## config.mk

```make
export PLATFORM = sky130hd
export DESIGN_NAME = eff_addr_gen
export DESIGN_NICKNAME = d
export VERILOG_FILES = /design/src/rtl/ea_pkg.sv /design/src/rtl/ea_index_mux.sv /design/src/rtl/ea_ripple_adder.sv /design/src/rtl/ea_out_reg.sv /design/src/rtl/eff_addr_gen.sv
export SDC_FILE = /design/constraint.sdc
export NUM_CORES = 1
export LEC_CHECK = 0
export BUFFER_PORTS_ARGS = -buffer_cell sky130_fd_sc_hd__buf_2
export CAP_MARGIN = 20
export CORE_MARGIN = 2
export CORE_UTILIZATION = 30
export CTS_CLUSTER_DIAMETER = 80
export CTS_CLUSTER_SIZE = 10
export DETAILED_ROUTE_END_ITERATION = 6
export MAX_ROUTING_LAYER = met4
export PLACE_DENSITY_LB_ADDON = 0.12
export SYNTH_ARGS = -nofsm -noshare
export SYNTH_HDL_FRONTEND = slang
export SYNTH_SLANG_ARGS = --single-unit
export TNS_END_PERCENT = 50
```

## constraint.sdc

```tcl
create_clock -name clk_i -period 5.25 [get_ports clk_i]
set_clock_uncertainty 0.1 [all_clocks]
set_input_delay 0.2625 -clock clk_i [delete_from_list [all_inputs] [get_ports clk_i]]
set_output_delay 0.2625 -clock clk_i [all_outputs]
set_load 0.03 [all_outputs]
```

## src/rtl/ea_pkg.sv

```systemverilog
package ea_pkg;
  typedef enum logic {
    EA_DIRECT  = 1'b0,
    EA_INDEXED = 1'b1
  } ea_mode_e;
endpackage

```

## src/rtl/ea_index_mux.sv

```systemverilog
module ea_index_mux
  import ea_pkg::*;
#(
  parameter int unsigned IDX_W  = 4,
  parameter int unsigned ADDR_W = 8
) (
  input  ea_mode_e           mode_i,
  input  logic [IDX_W-1:0]   idx_i,
  output logic [ADDR_W-1:0]  addend_o
);
  logic [ADDR_W-1:0] idx_ext;

  generate
    if (IDX_W >= ADDR_W) begin : g_trunc
      assign idx_ext = idx_i[ADDR_W-1:0];
    end else begin : g_zext
      assign idx_ext = {{(ADDR_W-IDX_W){1'b0}}, idx_i};
    end
  endgenerate

  always_comb begin
    addend_o = '0;
    if (mode_i == EA_INDEXED) addend_o = idx_ext;
  end
endmodule

```

## src/rtl/ea_ripple_adder.sv

```systemverilog
module ea_ripple_adder #(
  parameter int unsigned W = 8
) (
  input  logic [W-1:0] a_i,
  input  logic [W-1:0] b_i,
  output logic [W-1:0] sum_o
);
  // carry out of the top bit is not formed: result wraps modulo 2**W
  logic [W-1:0] cin;
  assign cin[0] = 1'b0;

  generate
    for (genvar i = 0; i < W; i++) begin : g_bit
      logic p;
      assign p        = a_i[i] ^ b_i[i];
      assign sum_o[i] = p ^ cin[i];
      if (i < W - 1) begin : g_carry
        assign cin[i+1] = (a_i[i] & b_i[i]) | (cin[i] & p);
      end
    end
  endgenerate
endmodule

```

## src/rtl/ea_out_reg.sv

```systemverilog
module ea_out_reg #(
  parameter int unsigned W = 8
) (
  input  logic         clk_i,
  input  logic         rst_ni,
  input  logic         ld_en_i,
  input  logic [W-1:0] d_i,
  output logic [W-1:0] q_o
);
  always_ff @(posedge clk_i or negedge rst_ni) begin
    if (!rst_ni)      q_o <= '0;
    else if (ld_en_i) q_o <= d_i;
  end
endmodule

```

## src/rtl/eff_addr_gen.sv

```systemverilog
module eff_addr_gen
  import ea_pkg::*;
#(
  parameter int unsigned NIB_W = 4,
  parameter int unsigned IDX_W = 4
) (
  input  logic                 clk_i,
  input  logic                 rst_ni,
  input  logic [NIB_W-1:0]     addr_hi_i,
  input  logic [NIB_W-1:0]     addr_lo_i,
  input  logic [IDX_W-1:0]     idx_b_i,
  input  logic                 ld_en_i,
  output logic [2*NIB_W-1:0]   ea_o,
  output logic [2*NIB_W-1:0]   ea_q_o,
  output logic                 idx_mode_o
);
  localparam int unsigned ADDR_W = 2 * NIB_W;

  logic [ADDR_W-1:0] base;
  logic [ADDR_W-1:0] addend;
  ea_mode_e          mode;

  assign base       = {addr_hi_i, addr_lo_i};
  // mode bit lives inside the address and stays in the sum
  assign mode       = ea_mode_e'(base[ADDR_W-1]);
  assign idx_mode_o = (mode == EA_INDEXED);

  ea_index_mux #(
    .IDX_W  (IDX_W),
    .ADDR_W (ADDR_W)
  ) u_mux (
    .mode_i   (mode),
    .idx_i    (idx_b_i),
    .addend_o (addend)
  );

  ea_ripple_adder #(
    .W (ADDR_W)
  ) u_add (
    .a_i   (base),
    .b_i   (addend),
    .sum_o (ea_o)
  );

  ea_out_reg #(
    .W (ADDR_W)
  ) u_reg (
    .clk_i   (clk_i),
    .rst_ni  (rst_ni),
    .ld_en_i (ld_en_i),
    .d_i     (ea_o),
    .q_o     (ea_q_o)
  );
endmodule

```

==> summary.md, run 1 <==
| Metric | Value |
|---|---|
| Mapped Area | `roughly 470 um^2` |
| Final Critical Period | `just over 3 ns` |
| H-tree levels | `1` |
| Final Setup Violations | `0` |
| RR Startpoint | `u_reg.q_o[3]` |
| Layout fillers | `roughly 160` |
| CP max-delay cell | `fa_1` |
| Die H | `about 44 um` |
| Cell Chain, Critical Path | `buf_2 > and2_2 > ha_1 > inv_1 > fa_1 > inv_1 > fa_1 > fa_1 > ha_1 > ha_1 > ha_1 > xor2_1 > buf_2` |
| Unique masters post-synth | `10` |
| Dominant cell type by area after synthesis | `dfrtp_1` |
| Final Non-Filler Cells | `slightly above 80` |
| RSZ-0062 raised after global routing | `false` |
| Reg2Reg Capture Point | `u_reg.q_o[3]` |
| Cells after DPL | `between 70 and 80` |
| Footprint of the multi-input gates | `between 200 and 250 um^2` |
| Max clock buf depth | `2` |
| Most Frequent Cell on Critical Path | `ha_1` |
| Site Rows | `14` |
| Status | `complete, no violations` |
| Drt pass-1 iters | `1` |
| Initial antenna violation count | `0` |
| Clk slew on worst S/H paths | `approximately 0.050 ns` |
| Synth Area per Inst | `13.4 um^2` |
| Flop-to-flop setup slack | `4.41 ns` |
| Pwr/cell area | `approximately 320 mW/mm^2` |
| Number of global-route vias before repair | `~340` |
| Critical path buffers and inverters | `4` |
| Synth Warn # | `0` |
| Top-area cell type share of the netlist area | `a little over two fifths` |
| Via count | `about 360` |
| Largest registers | `u_reg.q_o (8)` |
| GRT overflow | `0` |
| Die width | `43.6 um` |
| Max Slew Vio Count | `0` |
| Slew @ Worst Pin | `around 0.19 ns` |
| GPL Wtd Cong | `roughly 0.67` |
| Setup TNS | `0 ns` |
| Routed wire length | `between 800 and 900 um` |
| Largest net degree at the start of global routing | `9` |
| Crit Path Class | `in -> out` |
| Root buffer cell | `clkbuf_4` |
| Period utilisation layout | `58.4%` |
| Post-layout util | `between 40 and 50%` |
| Gr usage total | `between 10% and 20%` |
| Post-DRT Antenna Nets | `0` |
| Final HPWL DP | `between 700 and 800 um` |
| Drt drc | `0` |
| Setup Buffers After CTS | `0` |
| Max Freq | `326 MHz` |
| Register area share after synthesis | `a little over two fifths` |
| DR WL/cell | `10.6 um` |
| VDD IR-drop max | `0.135 mV` |
| Final nets | `91` |
| WP depth | `13` |
| IO Pins | `32` |
| Max-cap viol count | `0` |
| Critical Path RT | `4.89 ns` |
| R2r worst-path depth | `1` |
| Reg with most FFs | `u_reg.q_o` |
| Num CTS Buffers | `3` |
| Min-Delay Path Class | `in -> async` |
| DP Area | `approximately 630 um^2` |
| First-pass GRT wire length | `1.46 mm` |
| Buffers on Ports | `31` |
| Post-Syn Instances | `35` |
| Register area | `about 200 um^2` |
| Max FFs per register | `8` |
| Layout area overhead | `39.9%` |
| Setup crit end kind | `output port` |
| Routed vias/inst | `between 4 and 5` |
| Latest clock arrival within the worst-skew pair | `0.24 ns` |
| Maximum fanout along the worst path | `6` |
| Final Hold Viols | `0` |
| CP arrival | `about 2.7 ns` |
| Die Area | `approximately 0.0019 mm^2` |
| P_leak | `between 0.3 and 0.4 nW` |
| Top cells by area, synth | `dfrtp_1 43%, mux2_2 19%, fa_1 13%, ha_1 11%, and2_2 4.8%` |
| Number of synthesized register bits | `8` |
| Initial DRC Count | `0` |
| Clock net sink count | `8` |
| Antenna diodes | `0` |
| Slowest Stage Delay on Critical Path | `around 0.38 ns` |
| Top Family by Delay on Critical Path | `adder cells` |
| Startpoint types | `input port` |
| Post-Syn Nets | `57` |
| CTS tree | `built` |
| Starting Density | `31.6%` |
| Core area | `approximately 0.0015 mm^2` |
| Finished Cell Area | `658 um^2` |
| Layout cell share with drive strength beyond 1 | `roughly two thirds` |
| Slew margin rel. | `between 80% and 90%` |
| Hold Worst Slack | `roughly 0.28 ns` |
==> layout by cell type (no fill, tap or decap) <==
cell type,netlist,final
buf_2,1,31
mux2_2,8,8
dfrtp_1,8,8
inv_1,4,4
ha_1,4,4
and2_2,3,3
fa_1,3,3
clkbuf_4,0,3
nand2_1,1,1
xor2_1,1,1
dlygate4sd3_1,0,1
==> per-stage QoR <==
step / worst slack [ns] / power [mW]
2_1_floorplan: 2.20 / 0.141
3_3_place_gp: 2.15 / 0.165
3_5_place_dp: 2.14 / 0.165
4_1_cts: 2.13 / 0.212
5_1_grt: 2.02 / 0.224
6_report: 2.18 / 0.207
==> cell usage after synthesis <==
library cell and number:
dfrtp_1 8, fa_1 3, xor2_1 1, buf_4 2, ha_1 4, and2_2 3
buf_2 1, inv_1 4, mux2_2 8, nand2_1 1
==> cell type report <==
type	count	area share (%)
multi-input combinational	20	35.7
clock buffer	3	3.42
tap	16	3.04
sequential	8	30.4
timing repair buffer	32	25.1
inverter	4	2.28
==> report_power, final <==
part / switching [mW] / internal, mW / leakage, nW
Clock: 0.0187 / 0.0260 / 0.0138
Combinational: 0.0564 / 0.0298 / 0.254
Sequential: 0.00433 / 0.0722 / 0.0935
==> per-layer routing <==
metal | routed length, um | part of all wire, % | GRT usage (%)
met3 | 101 | 11 | 3.33
met4 | 0 | 0 | 5.45
met1 | 376 | 43 | 13.9
met5 | 0 | 0 | -
met2 | 402 | 46 | 15.3
==> cells by family (layout without fill, tap and decap cells) <==
group	count (synthesis)	after routing	share of synthesized area, %
multiplexers	8	8	19.1
buffers and inverters	7	39	7.44
adder cells (fa/ha/maj)	7	7	23.4
AND/OR/NAND/NOR	4	4	5.58
flip-flops	8	8	42.6
XOR/XNOR	1	1	1.86
==> how the worst max path moves through the flow <==
stage	start	endpoint	slack [ns]
after detailed placement	addr_hi_i[3]	ea_o[7]	2.14
after global routing	addr_hi_i[3]	ea_o[7]	2.02
final	addr_hi_i[3]	ea_o[7]	2.18
after global placement	addr_hi_i[3]	ea_o[7]	2.15
after CTS	addr_hi_i[3]	ea_o[7]	2.13
after floorplan	idx_b_i[0]	u_reg.q_o[7]	2.20
==> what timing repair did <==
item	4_1_cts	5_1_grt
resized for setup	0	0
endpoints found under the setup margin	0	0
hold endpoints to repair	8	0
hold buffers	1	0
Note: power is estimated with default switching activity, not from simulation.
==> run 2, diff against run 1 <==
==> constraint.sdc (replaced) <==
create_clock -name clk_i -period 2.9 [get_ports clk_i]
set_clock_uncertainty 0.1 [all_clocks]
set_input_delay 0.145 -clock clk_i [delete_from_list [all_inputs] [get_ports clk_i]]
set_output_delay 0.145 -clock clk_i [all_outputs]
set_load 0.03 [all_outputs]
==> run 2 against run 1 <==
  * Sequential power increased by 82%
  * Largest cell class unchanged
  * Utilization increased by 1.2 points
  * Critical path type unchanged
  * Clock-buffer cell count unchanged
  * Global-route usage increased by 1.0 points
  * Non-clock buffer count increased by 1
==> summary.md, run 2 (same netlist as run 1, synthesis figures left out) <==
| Metric | Value |
|---|---|
| Status | `complete, no violations` |
| Num CTS Buffers | `3 (unchanged)` |
| CP max-delay cell | `fa_1` |
| CP arrival | `2.50 ns (-0.20 ns)` |
| Crit Path Class | `in -> out` |
| Seq pwr share | `36.6% (-0.3 points)` |
| Hold_sp | `addr_hi_i[0]` |
| Routed vias/inst | `4.32 (-1.5%)` |
| Initial antenna violation count | `0 (unchanged)` |
| Final Non-Filler Cells | `84 (+1.2%)` |
| Max Slew Vio Count | `0 (unchanged)` |
| Most Frequent Cell on Critical Path | `ha_1` |
| Final nets | `92 (+1.1%)` |
| Maximum fanout along the worst path | `2 (-4)` |
| Routed wire length | `909 um (+3.3%)` |
| Die Area | `0.00190 mm^2 (unchanged)` |
| Slowest Stage Delay on Critical Path | `0.37 ns (about the same)` |
| VDD IR-drop max | `0.284 mV (+110%)` |
| Setup slack after layout | `0.154 ns (-2.03 ns)` |
| Most frequent cells in the layout | `30 x buf_2, 8 x mux2_2, 8 x dfrtp_1` |
| Max clock buf depth | `2 (unchanged)` |
| P_leak | `0.368 nW (+1.8%)` |
| GPL Wtd Cong | `0.613 (-8.1%)` |
| Net Sw Power | `146 uW (+84%)` |
| Reg with most FFs | `u_reg.q_o` |
| Flop-to-flop setup slack | `2.06 ns (-2.35 ns)` |
| Setup crit end kind | `output port` |
| H-tree levels | `1 (unchanged)` |
| Period utilisation layout | `~95%` |
| Drt pass-1 iters | `2 (+1)` |
| Critical Path RT | `2.65 ns (-2.24 ns)` |
| R2r worst-path depth | `1 (unchanged)` |
| RSZ-0062 raised after global routing | `false` |
| RR Startpoint | `u_reg.q_o[3]` |
| IO Pins | `32 (unchanged)` |
| Die width | `43.6 um (unchanged)` |
| DR WL/cell | `10.8 um (+2.1%)` |
| Post-DRT Antenna Nets | `0 (unchanged)` |
| Core area | `0.00149 mm^2 (unchanged)` |
| Cell Chain, Critical Path | `buf_2 > and2_2 > ha_1 > inv_1 > fa_1 > inv_1 > fa_1 > fa_1 > ha_1 > ha_1 > ha_1 > xor2_2 > buf_4` |
| Clk slew on worst S/H paths | `0.05 ns (about the same)` |
| Clk pwr share | `21.7% (about the same)` |
| Top Family by Delay on Critical Path | `adder cells` |
| First-pass GRT wire length | `1.56 mm (+6.6%)` |
| Clock net sink count | `8 (unchanged)` |
| Startpoint types | `input port` |
| Layout cell share with drive strength beyond 1 | `69.1% (+2.0 points)` |
| Commonest non-fill, non-tap cell in the layout | `buf_2` |
| Setup Buffers After CTS | `0 (unchanged)` |
| Antenna diodes | `0 (unchanged)` |
| Die H | `43.6 um (unchanged)` |
| Critical path buffers and inverters | `4 (unchanged)` |
| Layout area overhead | `43.6%` |
| Pre-CTS setup slack | `0.0629 ns (-2.08 ns)` |
| Initial DRC Count | `1 (+1)` |
| Total Power | `380 uW (+83%)` |
| Final Hold Viols | `0 (unchanged)` |
| Root buffer cell | `clkbuf_4` |
| Max FFs per register | `8 (unchanged)` |
| Slew @ Worst Pin | `0.189 ns (-0.00402 ns)` |
| Number of global-route vias before repair | `379 (+10%)` |
| Buffers on Ports | `31 (unchanged)` |
| Sw Ratio | `38.5% (+0.23 points)` |
| Largest net degree at the start of global routing | `9 (unchanged)` |
| Latest clock arrival within the worst-skew pair | `0.24 ns (about the same)` |
| Layout fillers | `161 (+1.9%)` |
| Starting Density | `31.6% (unchanged)` |
| Max Freq | `around 360 MHz` |
| Final Critical Period | `about 2.7 ns` |
| CTS tree | `built` |
| Hold path cells | `3` |
| Pwr/cell area | `562 mW/mm^2 (+78%)` |
| Finished Cell Area | `676 um^2 (+2.7%)` |
| Largest registers | `u_reg.q_o (8)` |
| Cells after DPL | `80 (+1.3%)` |
| Cell internal pwr | `234 uW (+83%)` |
| Final HPWL DP | `741 um (-0.90%)` |
| GRT overflow | `0 (unchanged)` |
| Hold Crit Endpoint | `u_reg.q_o[4]` |
| Min-Delay Path Class | `in -> reg` |
| Power share of the combinational group | `41.7% (about the same)` |
| Setup TNS | `0 ns (unchanged)` |
| Drt drc | `0 (unchanged)` |
| DP Area | `641 um^2 (+2.4%)` |
| Site Rows | `14 (unchanged)` |
| Max-cap viol count | `0 (unchanged)` |
| Reg2Reg Capture Point | `u_reg.q_o[3]` |
| Slew margin rel. | `87.4% (+0.27 points)` |
| Gr usage total | `11.9% (+1.0 points)` |
| Via count | `363 (-0.27%)` |
| Final Setup Violations | `0 (unchanged)` |
## run 2: changes by cell type in the layout (fill, tap and decap cells not counted)
cell and change:
buf_4 +2, xor2_1 -1, xor2_2 +1, buf_2 -1
## run 2: what timing repair did
item                       in CTS  in global routing
resized for setup               0                  2
setup endpoints to repair       0                  1
hold buffers                    1                  0
hold endpoints to repair        8                  0
## run 2: routing by layer
layer  track usage, %  up-vias  part of all wire (%)  wire, um
li1                 -      176                     -         -
met1             13.9      165                    41       377
met2             18.2       22                    48       432
met3             2.92        0                    11        99
met4             7.27        0                     0         0
met5                -        -                     0         0
## run 2: final cells by class
class	instances	area (um^2)	area share (%)
clock buffers	3	22.5	3.33
well taps	16	20.0	2.96
multi-input cells	20	243	35.9
inverters	4	15.0	2.22
flip-flops and latches	8	200	29.6
repair buffers	33	175	25.9
## run 2: metrics by stage
step / hold WS [ns] / utilization [%]
6_report: 0.170 / 45.4
5_1_grt: 0.177 / 45.4
4_1_cts: 0.160 / 45.2
3_5_place_dp: -0.102 / 43.0
3_3_place_gp: -0.0993 / 43.0
2_1_floorplan: -0.251 / -
## run 2: worst max path at each step
stage,cells past startpoint,from,endpoint
after floorplan,12,idx_b_i[0],u_reg.q_o[7]
after global placement,13,idx_b_i[0],u_reg.q_o[7]
after detailed placement,13,idx_b_i[0],u_reg.q_o[7]
after CTS,13,idx_b_i[0],ea_o[7]
after global routing,13,idx_b_i[0],ea_o[7]
final,13,idx_b_i[0],ea_o[7]
## run 2: power groups by stage
stage               Clock, mW  Combinational (mW)  Sequential [mW]
finish                 0.0823               0.159            0.139
global route           0.0959               0.170            0.141
CTS                    0.0879               0.160            0.140
detailed placement          0               0.159            0.141
global placement            0               0.159            0.141
floorplan                   0              0.0756            0.180
